==> src/rtl/cs_seq_pkg.sv <==
package cs_seq_pkg;

  typedef enum logic [3:0] {
    ST_IDLE,
    ST_SETUP,
    ST_WAITR,
    ST_FIRE,
    ST_XFER,
    ST_TRAIL,
    ST_HOLD,
    ST_GAP,
    ST_HELD
  } seq_st_e;

  // A phase of len cycles that began with cnt = 0 ends in the cycle where this is true.
  function automatic logic span_done(input int unsigned cnt, input int unsigned len);
    return (cnt + 1) >= len;
  endfunction

  // Last wait-phase count value at which ready is still accepted.
  function automatic int unsigned ready_window(input int unsigned lead, input int unsigned char_clks);
    return lead + char_clks;
  endfunction

  // Width needed to count through the longest phase.
  function automatic int counter_width(input int dw, input int char_clks);
    return $clog2((1 << dw) + char_clks + 1);
  endfunction

endpackage

==> src/rtl/cs_seq_counter.sv <==
module cs_seq_counter #(
  parameter int CW = 9
) (
  input  logic          clk,
  input  logic          rst_n,
  input  logic          clr,
  output logic [CW-1:0] q
);
  always_ff @(posedge clk or negedge rst_n) begin
    if (!rst_n)          q <= '0;
    else if (clr)        q <= '0;
    else if (q != '1)    q <= q + 1'b1;
  end
endmodule

==> src/rtl/cs_seq_decode.sv <==
module cs_seq_decode #(
  parameter int NCS = 8,
  localparam int IW = $clog2(NCS)
) (
  input  logic           active,
  input  logic [IW-1:0]  sel,
  output logic [NCS-1:0] cs_n
);
  for (genvar i = 0; i < NCS; i++) begin : g_line
    assign cs_n[i] = ~(active && (sel == IW'(i)));
  end
endmodule

==> src/rtl/cs_seq_ctrl.sv <==
module cs_seq_ctrl
  import cs_seq_pkg::*;
#(
  parameter int NCS       = 8,
  parameter int DW        = 8,
  parameter int GW        = 6,
  parameter int CHAR_CLKS = 16,
  parameter int CW        = 9,
  localparam int IW       = $clog2(NCS)
) (
  input  logic          clk,
  input  logic          rst_n,
  input  logic          word_start,
  input  logic [IW-1:0] word_idx,
  input  logic          word_keep,
  input  logic          word_gap_en,
  input  logic [DW-1:0] cfg_setup,
  input  logic [DW-1:0] cfg_hold,
  input  logic [DW-1:0] cfg_rdy_lead,
  input  logic [DW-1:0] cfg_rdy_trail,
  input  logic [GW-1:0] cfg_gap,
  input  logic          cfg_timer_off,
  input  logic          cfg_wait_en,
  input  logic          slv_rdy_n,
  input  logic          eng_done,
  input  logic [CW-1:0] cnt,
  output logic          cnt_clr,
  output logic          cs_active,
  output logic [IW-1:0] sel_idx,
  output logic          tout_ev,
  output logic          desync_ev,
  output logic          eng_start,
  output logic          busy,
  output logic          word_done,
  output logic          err_timeout,
  output logic          err_desync
);
  seq_st_e st, nxt;
  logic    keep_q, gap_q, take, fin, parked;
  logic    setup_on, hold_on, gap_on;
  seq_st_e pre_fire, after_release, after_word;

  assign parked   = (st == ST_IDLE) || (st == ST_HELD);
  assign take     = word_start && parked;
  assign setup_on = !cfg_timer_off && (cfg_setup != '0);
  assign hold_on  = !cfg_timer_off && (cfg_hold != '0);
  assign gap_on   = gap_q && (cfg_gap != '0);

  assign pre_fire      = cfg_wait_en ? ST_WAITR : ST_FIRE;
  assign after_release = gap_on ? ST_GAP : ST_IDLE;
  assign after_word    = keep_q ? (gap_on ? ST_GAP : ST_HELD)
                                : (hold_on ? ST_HOLD : after_release);

  always_comb begin
    nxt       = st;
    tout_ev   = 1'b0;
    desync_ev = 1'b0;
    unique case (st)
      ST_IDLE:  if (take) nxt = setup_on ? ST_SETUP : pre_fire;
      ST_HELD:  if (take) begin
                  if (word_idx == sel_idx) nxt = pre_fire;
                  else                     nxt = setup_on ? ST_SETUP : pre_fire;
                end
      ST_SETUP: if (span_done(32'(cnt), 32'(cfg_setup))) nxt = pre_fire;
      ST_WAITR: begin
                  if (!slv_rdy_n) nxt = ST_FIRE;
                  else if (32'(cnt) == ready_window(32'(cfg_rdy_lead), CHAR_CLKS)) begin
                    tout_ev = 1'b1;
                    nxt     = hold_on ? ST_HOLD : after_release;
                  end
                end
      ST_FIRE:  nxt = ST_XFER;
      ST_XFER:  if (eng_done) nxt = cfg_wait_en ? ST_TRAIL : after_word;
      ST_TRAIL: begin
                  if (slv_rdy_n) nxt = after_word;
                  else if (32'(cnt) == 32'(cfg_rdy_trail)) begin
                    desync_ev = 1'b1;
                    nxt       = after_word;
                  end
                end
      ST_HOLD:  if (span_done(32'(cnt), 32'(cfg_hold))) nxt = after_release;
      ST_GAP:   if (span_done(32'(cnt), 32'(cfg_gap))) nxt = keep_q ? ST_HELD : ST_IDLE;
      default:  nxt = ST_IDLE;
    endcase
  end

  assign fin     = ((nxt == ST_IDLE) || (nxt == ST_HELD)) && !parked;
  assign cnt_clr = (nxt != st);

  always_ff @(posedge clk or negedge rst_n) begin
    if (!rst_n) begin
      st          <= ST_IDLE;
      sel_idx     <= '0;
      keep_q      <= 1'b0;
      gap_q       <= 1'b0;
      word_done   <= 1'b0;
      err_timeout <= 1'b0;
      err_desync  <= 1'b0;
    end else begin
      st <= nxt;
      if (take) begin
        sel_idx <= word_idx;
        keep_q  <= word_keep;
        gap_q   <= word_gap_en;
      end else if (tout_ev) begin
        keep_q  <= 1'b0;
      end
      word_done   <= fin;
      err_timeout <= tout_ev;
      err_desync  <= desync_ev;
    end
  end

  assign eng_start = (st == ST_FIRE);
  assign busy      = !parked;
  assign cs_active = (st == ST_SETUP) || (st == ST_WAITR) || (st == ST_FIRE) ||
                     (st == ST_XFER)  || (st == ST_TRAIL) || (st == ST_HOLD) ||
                     (st == ST_HELD)  || ((st == ST_GAP) && keep_q);
endmodule

==> src/rtl/spi_cs_sequencer.sv <==
module spi_cs_sequencer
  import cs_seq_pkg::*;
#(
  parameter int NCS       = 8,
  parameter int DW        = 8,
  parameter int GW        = 6,
  parameter int CHAR_CLKS = 16,
  localparam int IW       = $clog2(NCS)
) (
  input  logic           clk,
  input  logic           rst_n,
  input  logic           word_start,
  input  logic [IW-1:0]  word_idx,
  input  logic           word_keep,
  input  logic           word_gap_en,
  input  logic [DW-1:0]  cfg_setup,
  input  logic [DW-1:0]  cfg_hold,
  input  logic [DW-1:0]  cfg_rdy_lead,
  input  logic [DW-1:0]  cfg_rdy_trail,
  input  logic [GW-1:0]  cfg_gap,
  input  logic           cfg_timer_off,
  input  logic           cfg_wait_en,
  input  logic           slv_rdy_n,
  input  logic           eng_done,
  output logic           eng_start,
  output logic [NCS-1:0] cs_n,
  output logic           busy,
  output logic           word_done,
  output logic           err_timeout,
  output logic           err_desync
);
  localparam int CW = counter_width(DW, CHAR_CLKS);

  // Internal events, named for the checker.
  logic          cnt_clr;
  logic [CW-1:0] phase_cnt;
  logic          cs_active;
  logic [IW-1:0] sel_idx;
  logic          tout_ev;
  logic          desync_ev;

  cs_seq_counter #(.CW(CW)) u_cnt (
    .clk   (clk),
    .rst_n (rst_n),
    .clr   (cnt_clr),
    .q     (phase_cnt)
  );

  cs_seq_ctrl #(
    .NCS(NCS), .DW(DW), .GW(GW), .CHAR_CLKS(CHAR_CLKS), .CW(CW)
  ) u_ctrl (
    .clk           (clk),
    .rst_n         (rst_n),
    .word_start    (word_start),
    .word_idx      (word_idx),
    .word_keep     (word_keep),
    .word_gap_en   (word_gap_en),
    .cfg_setup     (cfg_setup),
    .cfg_hold      (cfg_hold),
    .cfg_rdy_lead  (cfg_rdy_lead),
    .cfg_rdy_trail (cfg_rdy_trail),
    .cfg_gap       (cfg_gap),
    .cfg_timer_off (cfg_timer_off),
    .cfg_wait_en   (cfg_wait_en),
    .slv_rdy_n     (slv_rdy_n),
    .eng_done      (eng_done),
    .cnt           (phase_cnt),
    .cnt_clr       (cnt_clr),
    .cs_active     (cs_active),
    .sel_idx       (sel_idx),
    .tout_ev       (tout_ev),
    .desync_ev     (desync_ev),
    .eng_start     (eng_start),
    .busy          (busy),
    .word_done     (word_done),
    .err_timeout   (err_timeout),
    .err_desync    (err_desync)
  );

  cs_seq_decode #(.NCS(NCS)) u_dec (
    .active (cs_active),
    .sel    (sel_idx),
    .cs_n   (cs_n)
  );
endmodule

==> config.mk <==
export PLATFORM = sky130hd
export DESIGN_NAME = spi_cs_sequencer
export DESIGN_NICKNAME = d
export VERILOG_FILES = /design/src/rtl/cs_seq_pkg.sv /design/src/rtl/cs_seq_counter.sv /design/src/rtl/cs_seq_decode.sv /design/src/rtl/cs_seq_ctrl.sv /design/src/rtl/spi_cs_sequencer.sv
export SDC_FILE = /design/constraint.sdc
export NUM_CORES = 1
export LEC_CHECK = 0
export CORE_MARGIN = 4
export CORE_UTILIZATION = 54
export CTS_BUF_LIST = sky130_fd_sc_hd__clkbuf_16
export DETAILED_ROUTE_END_ITERATION = 12
export GPL_ROUTABILITY_DRIVEN = 0
export PLACE_DENSITY = 0.95
export SLEW_MARGIN = 20
export SYNTH_ARGS = -nofsm -noshare
export SYNTH_HDL_FRONTEND = slang
export SYNTH_SLANG_ARGS = --single-unit
==> constraint.sdc <==
create_clock -name clk -period 7.5 [get_ports clk]
set_clock_uncertainty 0.15 [all_clocks]
set_input_delay 1.5 -clock clk [delete_from_list [all_inputs] [get_ports clk]]
set_output_delay 1.5 -clock clk [all_outputs]
set_load 0.01 [all_outputs]
; ---- Yosys cells after proc, flatten, opt, wreduce, memory -nomap -nowiden
; Cells that the tools add are included.
[classes]
bitwise_logic = 8
div = 0
eq_ne = 21
mul = 0
reduce_logical = 33
addsub = 3
shifts = 0
n_lt_le_gt_ge = 3
muxes = 30
[op_table]
columns = operator, n
row1 = two-way mux 4 bit, 17
row2 = greater-or-equal comparator 32 x 8 -> 1 bit, 2
row3 = case mux 4 bit (9 select lines), 1
row4 = equality test 9 x 32 -> 1 bit, 1
row5 = greater-or-equal comparator 32 x 6 -> 1 bit, 1
row6 = two-way mux 9 bit, 2
row7 = "equality test 4 x 3 -> 1 bit, second input constant", 4
row8 = nonzero test 8 bit, 2
row9 = logical AND 1 bit, 14
row10 = "equality test 3 bit, second input constant", 4
row11 = "adder 9 x 1 -> 10 bit, second input constant", 1
row12 = "adder 8 x 5 -> 9 bit, second input constant", 1
row13 = "adder 9 x 1 -> 9 bit, second input constant", 1
row14 = equality test 9 x 8 -> 1 bit, 1
row15 = logical OR 1 bit, 9
row16 = two-way mux 1 bit, 9
row17 = "inequality test 9 bit, second input constant", 1
row18 = "equality test 4 x 2 -> 1 bit, second input constant", 2
row19 = "equality test 4 bit, second input constant", 2
row20 = zero test 4 bit, 2
row21 = NOT 1 bit, 8
row22 = "equality test 3 x 2 -> 1 bit, second input constant", 2
row23 = nonzero test 6 bit, 1
row24 = "equality test 4 x 1 -> 1 bit, second input constant", 1
row25 = 7 further kinds, 9
[word_totals]
latch_bits = 0
memories = 0
input_bits = 50
word_cells = 106
reg_bits = 21
ramBits = 0
mem_bits_ro = 0

; ---- Depth between registers and ports, before layout
; Gate-level depths: netlist of run 1.
[depth]
ltp_word = 11
ltp_mapped = 13
depth_no_buf = 11

; ---- Modules after synthesis
; Synthesis of run 1 repeated with hierarchy kept, for this count alone.
[unflattened]
hier_cells = 282
hier_area_um2 = 2429.8
[modules_own_cells]
columns = module, cells_per_inst, n_inst, area_per_inst_um2
row1 = cs_seq_ctrl, 231, 1, 1893.1
row2 = cs_seq_counter, 43, 1, 460.4
row3 = cs_seq_decode, 8, 1, 76.3

; ---- Worst setup path after synthesis of run 1
; No wires, ideal clock.
[synth_path]
kind = input port to flip-flop
startpoint = in cfg_gap[2]
endpoint = reg u_cnt.q[0]
n_path_buf = 0
t_required_ns = 7.218
arrival_ns = 3.438
setup_slack_ns = 3.780
cell_stages = 8
setup_ns = 0.132
cell_sequence = or4_4 -> o31ai_4 -> a2111oi_2 -> a2111oi_4 -> nand3_2 -> a211o_4 -> xor2_4 -> nor3_2
[synth_via]
elab_chain_len = 10
word_cells_on_any_way = 19
cone_classes = 1 x order compare / 1 x eq/ne / 14 x mux / 3 x reduce/logical
[synth_lines]
columns = element, line_no
row1 = start: declaration, spi_cs_sequencer.sv:20  ; input logic [GW-1:0] cfg_gap,
row2 = branches (longest 7 deep; another with greater-or-equal comparator 32 x 6 -> 1 bit), --
row3 = case mux 4 bit (9 select lines) *, cs_seq_ctrl.sv:58  ; unique case (st)
row4 = named net u_ctrl.nxt[0], cs_seq_ctrl.sv:38  ; seq_st_e st, nxt;
row5 = inequality test 4 bit *, cs_seq_ctrl.sv:88  ; assign cnt_clr = (nxt != st);
row6 = two-way mux 9 bit / nonzero test 2 bit (equally long branches), --
row7 = end signal: assignment, cs_seq_counter.sv:12  ; else if (q != '1) q <= q + 1'b1;
row8 = end: declaration, cs_seq_counter.sv:7  ; output logic [CW-1:0] q
; Mark *: on every way through the listed nets, which the timed path passes.
; A chain may end at the register's enable or synchronous reset.

; ---- Final worst setup path of run 1
[layout_path]
startpoint = in cfg_gap[2]
endpoint = reg u_cnt.q[6]
[layout_via]
elab_chain_len = 10
word_cells_on_any_way = 19
cone_classes = 1 x order compare / 1 x eq/ne / 14 x mux / 3 x reduce/logical
[layout_lines]
columns = element, line_no
row1 = branches (longest 7 deep; another with greater-or-equal comparator 32 x 6 -> 1 bit), --
row2 = case mux 4 bit (9 select lines) *, cs_seq_ctrl.sv:58
row3 = inequality test 4 bit *, cs_seq_ctrl.sv:88
row4 = two-way mux 9 bit / nonzero test 2 bit (equally long branches), --
; Every way passes the cells marked *.

==> impl_metrics.json, run 1 <==
{
  "status": "complete, no violations",
  "clk_path_buf_depth": 2,
  "start_util": 0.567,
  "swShare": 0.467,
  "leakagePower_uw": 0.00142,
  "htreeDepth": 1,
  "worstSetupEndpointType": "register",
  "peakVddDrop_v": 0.000153,
  "max_cap_viol_count": 0,
  "netlist.area_leader.share": 0.209,
  "critPathLaunch": "cfg_gap[2]",
  "wl_per_cell_um": 17.9,
  "rsz0062_at_grt": "no",
  "port_buffers": 62,
  "grt_util_all_layers": 0.253,
  "stdcell_area_um2": 3200,
  "synth_edf_count": 0,
  "met2_usage": 0.446,
  "worstPathArrival_ps": 4190,
  "grt_pass1_vias": 2664,
  "synth_commonest_cells": "26 x nand2_1, 25 x inv_1, 23 x ha_1",
  "min_path_type": "register to register",
  "yosysWarnings": 0,
  "antenna_found_initial": 0,
  "layout.nets": 427,
  "required_ps": 7470,
  "ant_nets": 0,
  "drt_iter0_drc": 291,
  "crit_slowest_cell": "or4_4",
  "fin_tns_setup_ps": 0,
  "crit_buf_inv": 1,
  "cts_setup_buffers": 0,
  "drc": 0,
  "die-area_um2": 5820,
  "async_flop_share": 1.00,
  "grt_pass1_wl_mm": 12.2,
  "root_buffer": "clkbuf_16",
  "netlist_instances": 304,
  "hold_violations": 0,
  "area_growth_pct": 26.9,
  "final.min_clock_period_ps": 4220,
  "finalSetupViolCount": 0,
  "grt_start_max_net_pins": 22,
  "clkTransAtPathRegs_ps": 60,
  "avgSynthCellArea_um2": 8.29,
  "cts_buffers": 3,
  "dp_hpwl_mm": 5.59,
  "worst-path-max-fanout": 9,
  "combPwrFrac": 0.587,
  "min_period_over_period": 0.563,
  "synthDistinctLibCells": 65,
  "min_from": "u_ctrl.keep_q",
  "clkPwrFrac": 0.150,
  "ys_top_cells_by_area": "dfrtp_1 21%, ha_1 11%, xor2_1 6.6%",
  "synth.net_count": 377,
  "cts_resized": 0,
  "powerDensity_nw_per_um2": 236,
  "timing.final.ws_setup_ps": 3280,
  "ios": 63,
  "r2r-start": "u_cnt.q[0]",
  "firstDrtPassIters": 5,
  "mappedNetlistArea_um2": 2520,
  "slew_viol_final": 0,
  "crit_chain": "clkdlybuf4s50_1 -> or4_4 -> o31a_1 -> nor2_1 -> nand2_1 -> o21a_1 -> a211oi_2 -> a221o_1 -> nor3_2",
  "via_count": 2614,
  "grtUsageMet1": 0.293,
  "cts_hold_buf": 0,
  "ys_seq_elements": 21,
  "die_y_um": 76.3,
  "fmax_mhz": 237,
  "synth.most_common_cell": "nand2_1",
  "cts_sinks": 21,
  "synth_top_area_cell": "dfrtp_1",
  "startpoint_type": "input port",
  "path_class": "input port to register",
  "grt.busiest_layer": "met2",
  "intPower_uw": 402,
  "ys_seq_area_frac": 0.209,
  "slew_headroom": 0.614,
  "placed_area_um2": 3120,
  "core_area_um2": 4440,
  "insertion_delay_ps": 250,
  "cpLargestDelayFamily": "compound AO/OA/AOI/OAI gates",
  "tritoncts": "yes",
  "finalNonFillerCells": 405,
  "core.rowCount": 24,
  "placed_cells": 401,
  "finish.utilization": 0.719,
  "gr-total-overflow": 0,
  "pwr-share-seq": 0.263,
  "vias_per_cell": 6.45,
  "grt_util_met3": 0.0532,
  "totalWireLength_mm": 7.27,
  "preCtsSetupSlack_ps": 3120,
  "die_x_um": 76.3,
  "synth_top_flop_cell": "dfrtp_1",
  "slowest_delay_ps": 560,
  "insertedDiodeCount": 0,
  "switchingPower_uw": 353,
  "drive_gt1_frac": 0.0935,
  "tightest_slew_ps": 574
}
cell type report:
| class | instances | area (µm²) |
|---|---|---|
| Timing Repair Buffer | 62 | 616 |
| Sequential cell | 21 | 526 |
| Clock inverter | 1 | 5.00 |
| Tap cell | 52 | 65.1 |
| Clock buffer | 3 | 75.1 |
| Fill cell | 326 | 1250 |
| Inverter | 25 | 93.8 |
| Multi-Input combinational cell | 241 | 1820 |
power groups by stage:
stage | clock, µW | sequential, µW | combinational, µW
final | 113 | 199 | 443
after global routing | 120 | 205 | 481
after CTS | 115 | 196 | 438
after detailed placement | 0 | 197 | 432
after global placement | 0 | 196 | 413
after floorplan | 0 | 156 | 340
logic make-up (layout without fill, tap and decap cells):
family	after synthesis	count (layout)	share of synthesized area
adders and majority gates	23	23	0.114
DFF	21	21	0.209
buffers and inverters	42	91	0.0705
AOI/OAI and AO/OA	61	61	0.193
and+or+nand+nor	122	122	0.284
xor gates and xnor gates	33	33	0.122
muxes	2	2	0.00794
layout by cell type, fill, tap and decap left out, types with 2 or more instances in the layout:
cell type,instances
nor2_1,22
nand3_2,2
nand4_1,4
nor3_1,7
nor2b_1,6
o2111ai_1,3
nand4b_1,2
or2_2,2
o31ai_1,3
nor3b_1,3
nand2_1,26
dfrtp_1,21
o21a_1,2
o21ai_0,12
nand3_1,10
and3_1,4
a21oi_1,10
a31oi_1,5
nor3_2,11
o221ai_1,2
and2_1,3
nor4_1,6
clkdlybuf4s50_1,61
inv_1,25
clkbuf_16,3
nand3b_1,4
nand2b_1,2
xnor2_1,13
mux2i_1,2
xor2_1,19
ha_1,23
layer usage:
layer  vias up  routed length (µm)
met4         0                 276
met5         -                   0
met3        40                 571
li1       1190                   -
met2       153                3690
met1      1231                2730
path summary, 6_finish.rpt:
| path | endpoint | slack (ps) | cells past startpoint |
|---|---|---|---|
| worst min register to register | u_ctrl.st[3] | 410 | 1 |
| worst min-delay path | u_ctrl.st[3] | 410 | 1 |
| max in group asynchronous | u_ctrl.st[3] | 5810 | 1 |
| worst max-delay path | u_cnt.q[6] | 3280 | 9 |
| min in group asynchronous | u_cnt.q[2] | 1050 | 1 |
| worst max register to register | u_cnt.q[6] | 3530 | 11 |
registers in the layout, indices dropped and copies added (netlist names):
name,flops
u_cnt.q,9
u_ctrl.st,4
u_ctrl.sel_idx,3
u_ctrl.err_desync,1
u_ctrl.err_timeout,1
u_ctrl.gap_q,1
u_ctrl.keep_q,1
u_ctrl.word_done,1
per-stage QoR:
stage	hold WS, ps	total power [µW]
3_3_place_gp	325	608
3_5_place_dp	331	629
4_1_cts	383	748
2_1_floorplan	316	497
5_1_grt	421	807
6_report	405	755
(Power assumes the default switching activity.)
==> run 2: changes to the inputs <==
--- a/config.mk
+++ b/config.mk
@@ -6,11 +6,11 @@
 export NUM_CORES = 1
 export LEC_CHECK = 0
 export CORE_MARGIN = 4
-export CORE_UTILIZATION = 54
+export CORE_UTILIZATION = 50
 export CTS_BUF_LIST = sky130_fd_sc_hd__clkbuf_16
 export DETAILED_ROUTE_END_ITERATION = 12
 export GPL_ROUTABILITY_DRIVEN = 0
-export PLACE_DENSITY = 0.95
+export PLACE_DENSITY = 0.91
 export SLEW_MARGIN = 20
 export SYNTH_ARGS = -nofsm -noshare
 export SYNTH_HDL_FRONTEND = slang
==> constraint.sdc (replaced) <==
create_clock -name clk -period 4.3 [get_ports clk]
set_clock_uncertainty 0.15 [all_clocks]
set_input_delay 0.86 -clock clk [delete_from_list [all_inputs] [get_ports clk]]
set_output_delay 0.86 -clock clk [all_outputs]
set_load 0.01 [all_outputs]
==> run 2 against run 1 <==
Worst hold slack worse by 19 ps. Die area up 7.1%. Count of clock-buffer cells in the layout unchanged. Via count down 5.7%. Critical endpoint is now u_cnt.q[0]. Largest cell class unchanged.
==> impl_metrics.json, run 2 (same netlist as run 1, synthesis figures left out) <==
{
  "hold_violations": 0,
  "tightest_slew_ps": 932,
  "startpoint_type": "register",
  "whs_ps": 386,
  "cts_resized": 0,
  "final.min_clock_period_ps": 3770,
  "area_growth_pct": 28.2,
  "core_area_um2": 4820,
  "hold_path_end": "u_ctrl.st[3]",
  "worstSetupEndpointType": "register",
  "max_cap_viol_count": 0,
  "root_buffer": "clkbuf_16",
  "required_ps": 4320,
  "r2r_end": "u_cnt.q[0]",
  "fmax_mhz": 266,
  "slew_viol_final": 0,
  "slew_headroom": 0.377,
  "status": "complete, no violations",
  "antenna_found_initial": 0,
  "regMostFlops": "u_cnt.q",
  "cts_sinks": 21,
  "core.rowCount": 25,
  "clkTransAtPathRegs_ps": 60,
  "r2r_slack_ps": 530,
  "worstPathArrival_ps": 3790,
  "powerDensity_nw_per_um2": 406,
  "reg2reg_depth": 11,
  "grt_util_all_layers": 0.218,
  "peakVddDrop_v": 0.000260,
  "min_period_over_period": 0.876,
  "intPower_uw": 706,
  "tritoncts": "yes",
  "firstDrtPassIters": 5,
  "mostFrequentLayoutCell": "clkdlybuf4s50_1",
  "cts_setup_buffers": 0,
  "finalSetupViolCount": 0,
  "rsz0062_at_grt": "no",
  "fillers": 395,
  "leakagePower_uw": 0.00142,
  "min_path_type": "register to register",
  "drc": 0,
  "start_util": 0.523,
  "path_class": "register to register",
  "grt_start_max_net_pins": 22,
  "grt_pass1_wl_mm": 11.0,
  "layout.nets": 428,
  "wl_per_cell_um": 16.1,
  "cts_buffers": 3,
  "grt_pass1_vias": 2419,
  "layout_common_cells": "62 x clkdlybuf4s50_1, 26 x nand2_1, 25 x inv_1",
  "dp_hpwl_mm": 5.39,
  "min_from": "u_ctrl.keep_q",
  "pwr-share-seq": 0.257,
  "insertion_delay_ps": 260,
  "totalWireLength_mm": 6.77,
  "cts_hold_buf": 0,
  "drt_iter0_drc": 232,
  "die_x_um": 79.0,
  "ios": 63,
  "die_y_um": 79.0,
  "r2r-start": "u_cnt.q[2]",
  "swShare": 0.461,
  "multi_input_area_um2": 1820,
  "ant_nets": 0,
  "clk_path_buf_depth": 2,
  "vias_per_cell": 5.85,
  "port_buffers": 62,
  "whs_path_depth": 1,
  "drive_gt1_frac": 0.0932,
  "finish.utilization": 0.671,
  "finalNonFillerCells": 421,
  "switchingPower_uw": 604,
  "combPwrFrac": 0.586,
  "insertedDiodeCount": 0,
  "largestRegisters": "u_cnt.q: 9 flops, u_ctrl.st: 4 flops, u_ctrl.sel_idx: 3 flops",
  "clkPwrFrac": 0.157,
  "gr-total-overflow": 0,
  "worst-path-max-fanout": 9,
  "placed_cells": 417,
  "power_uw": 1310,
  "seqCellArea_um2": 526,
  "htreeDepth": 1,
  "via_count": 2464,
  "largest_reg_flops": 9,
  "die-area_um2": 6240,
  "fin_tns_setup_ps": 0
}
## run 2: layout make-up
| type | count | share of cell area |
|---|---|---|
| multi-input combinational | 241 | 0.562 |
| timing repair buffer | 63 | 0.194 |
| sequential | 21 | 0.163 |
| inverter | 25 | 0.0290 |
| tap | 67 | 0.0259 |
| clock buffer | 3 | 0.0232 |
| clock inverter | 1 | 0.00232 |
## run 2: per-layer routing
metal	track usage	wire length [µm]	up-vias	part of all wire
met5	0	0	-	0
li1	-	-	1195	-
met1	0.269	2820	1137	0.42
met2	0.385	3330	114	0.49
met3	0.0363	473	18	0.070
met4	0.0704	144	0	0.021
## run 2: power by group through the flow
| stage | clock network (µW) | registers, µW | logic (µW) |
|---|---|---|---|
| after detailed placement | 0 | 336 | 756 |
| after global placement | 0 | 331 | 736 |
| after CTS | 207 | 334 | 765 |
| after floorplan | 0 | 273 | 593 |
| after global routing | 216 | 345 | 844 |
| final | 206 | 336 | 768 |
## run 2: worst max path at each step
stage | slack, ps | depth (start not counted) | start | endpoint
6_report | 530 | 11 | u_cnt.q[2] | u_cnt.q[0]
5_1_grt | 250 | 11 | u_cnt.q[2] | u_cnt.q[0]
4_1_cts | 540 | 11 | u_cnt.q[2] | u_cnt.q[0]
3_5_place_dp | 420 | 9 | cfg_rdy_lead[4] | u_cnt.q[0]
3_3_place_gp | 550 | 10 | cfg_rdy_lead[4] | u_cnt.q[3]
2_1_floorplan | 1140 | 13 | u_cnt.q[0] | u_cnt.q[0]
## run 2: critical path, stage by stage, from the launching register on
cell and delay, ps:
dfrtp_1 530, nand3_1 190, or2_2 350, xnor2_1 380, ha_1 330, a211oi_1 310
nor4b_2 320, a21oi_1 150, o21ai_0 100, nor2_1 80, a221o_1 530, nor3_2 270
## run 2: metrics by stage
stage | worst slack, ps | instance area [µm²]
6_report | 535 | 3230
5_1_grt | 255 | 3230
2_1_floorplan | 1140 | 2520
3_5_place_dp | 424 | 3150
3_3_place_gp | 549 | 3150
4_1_cts | 545 | 3230
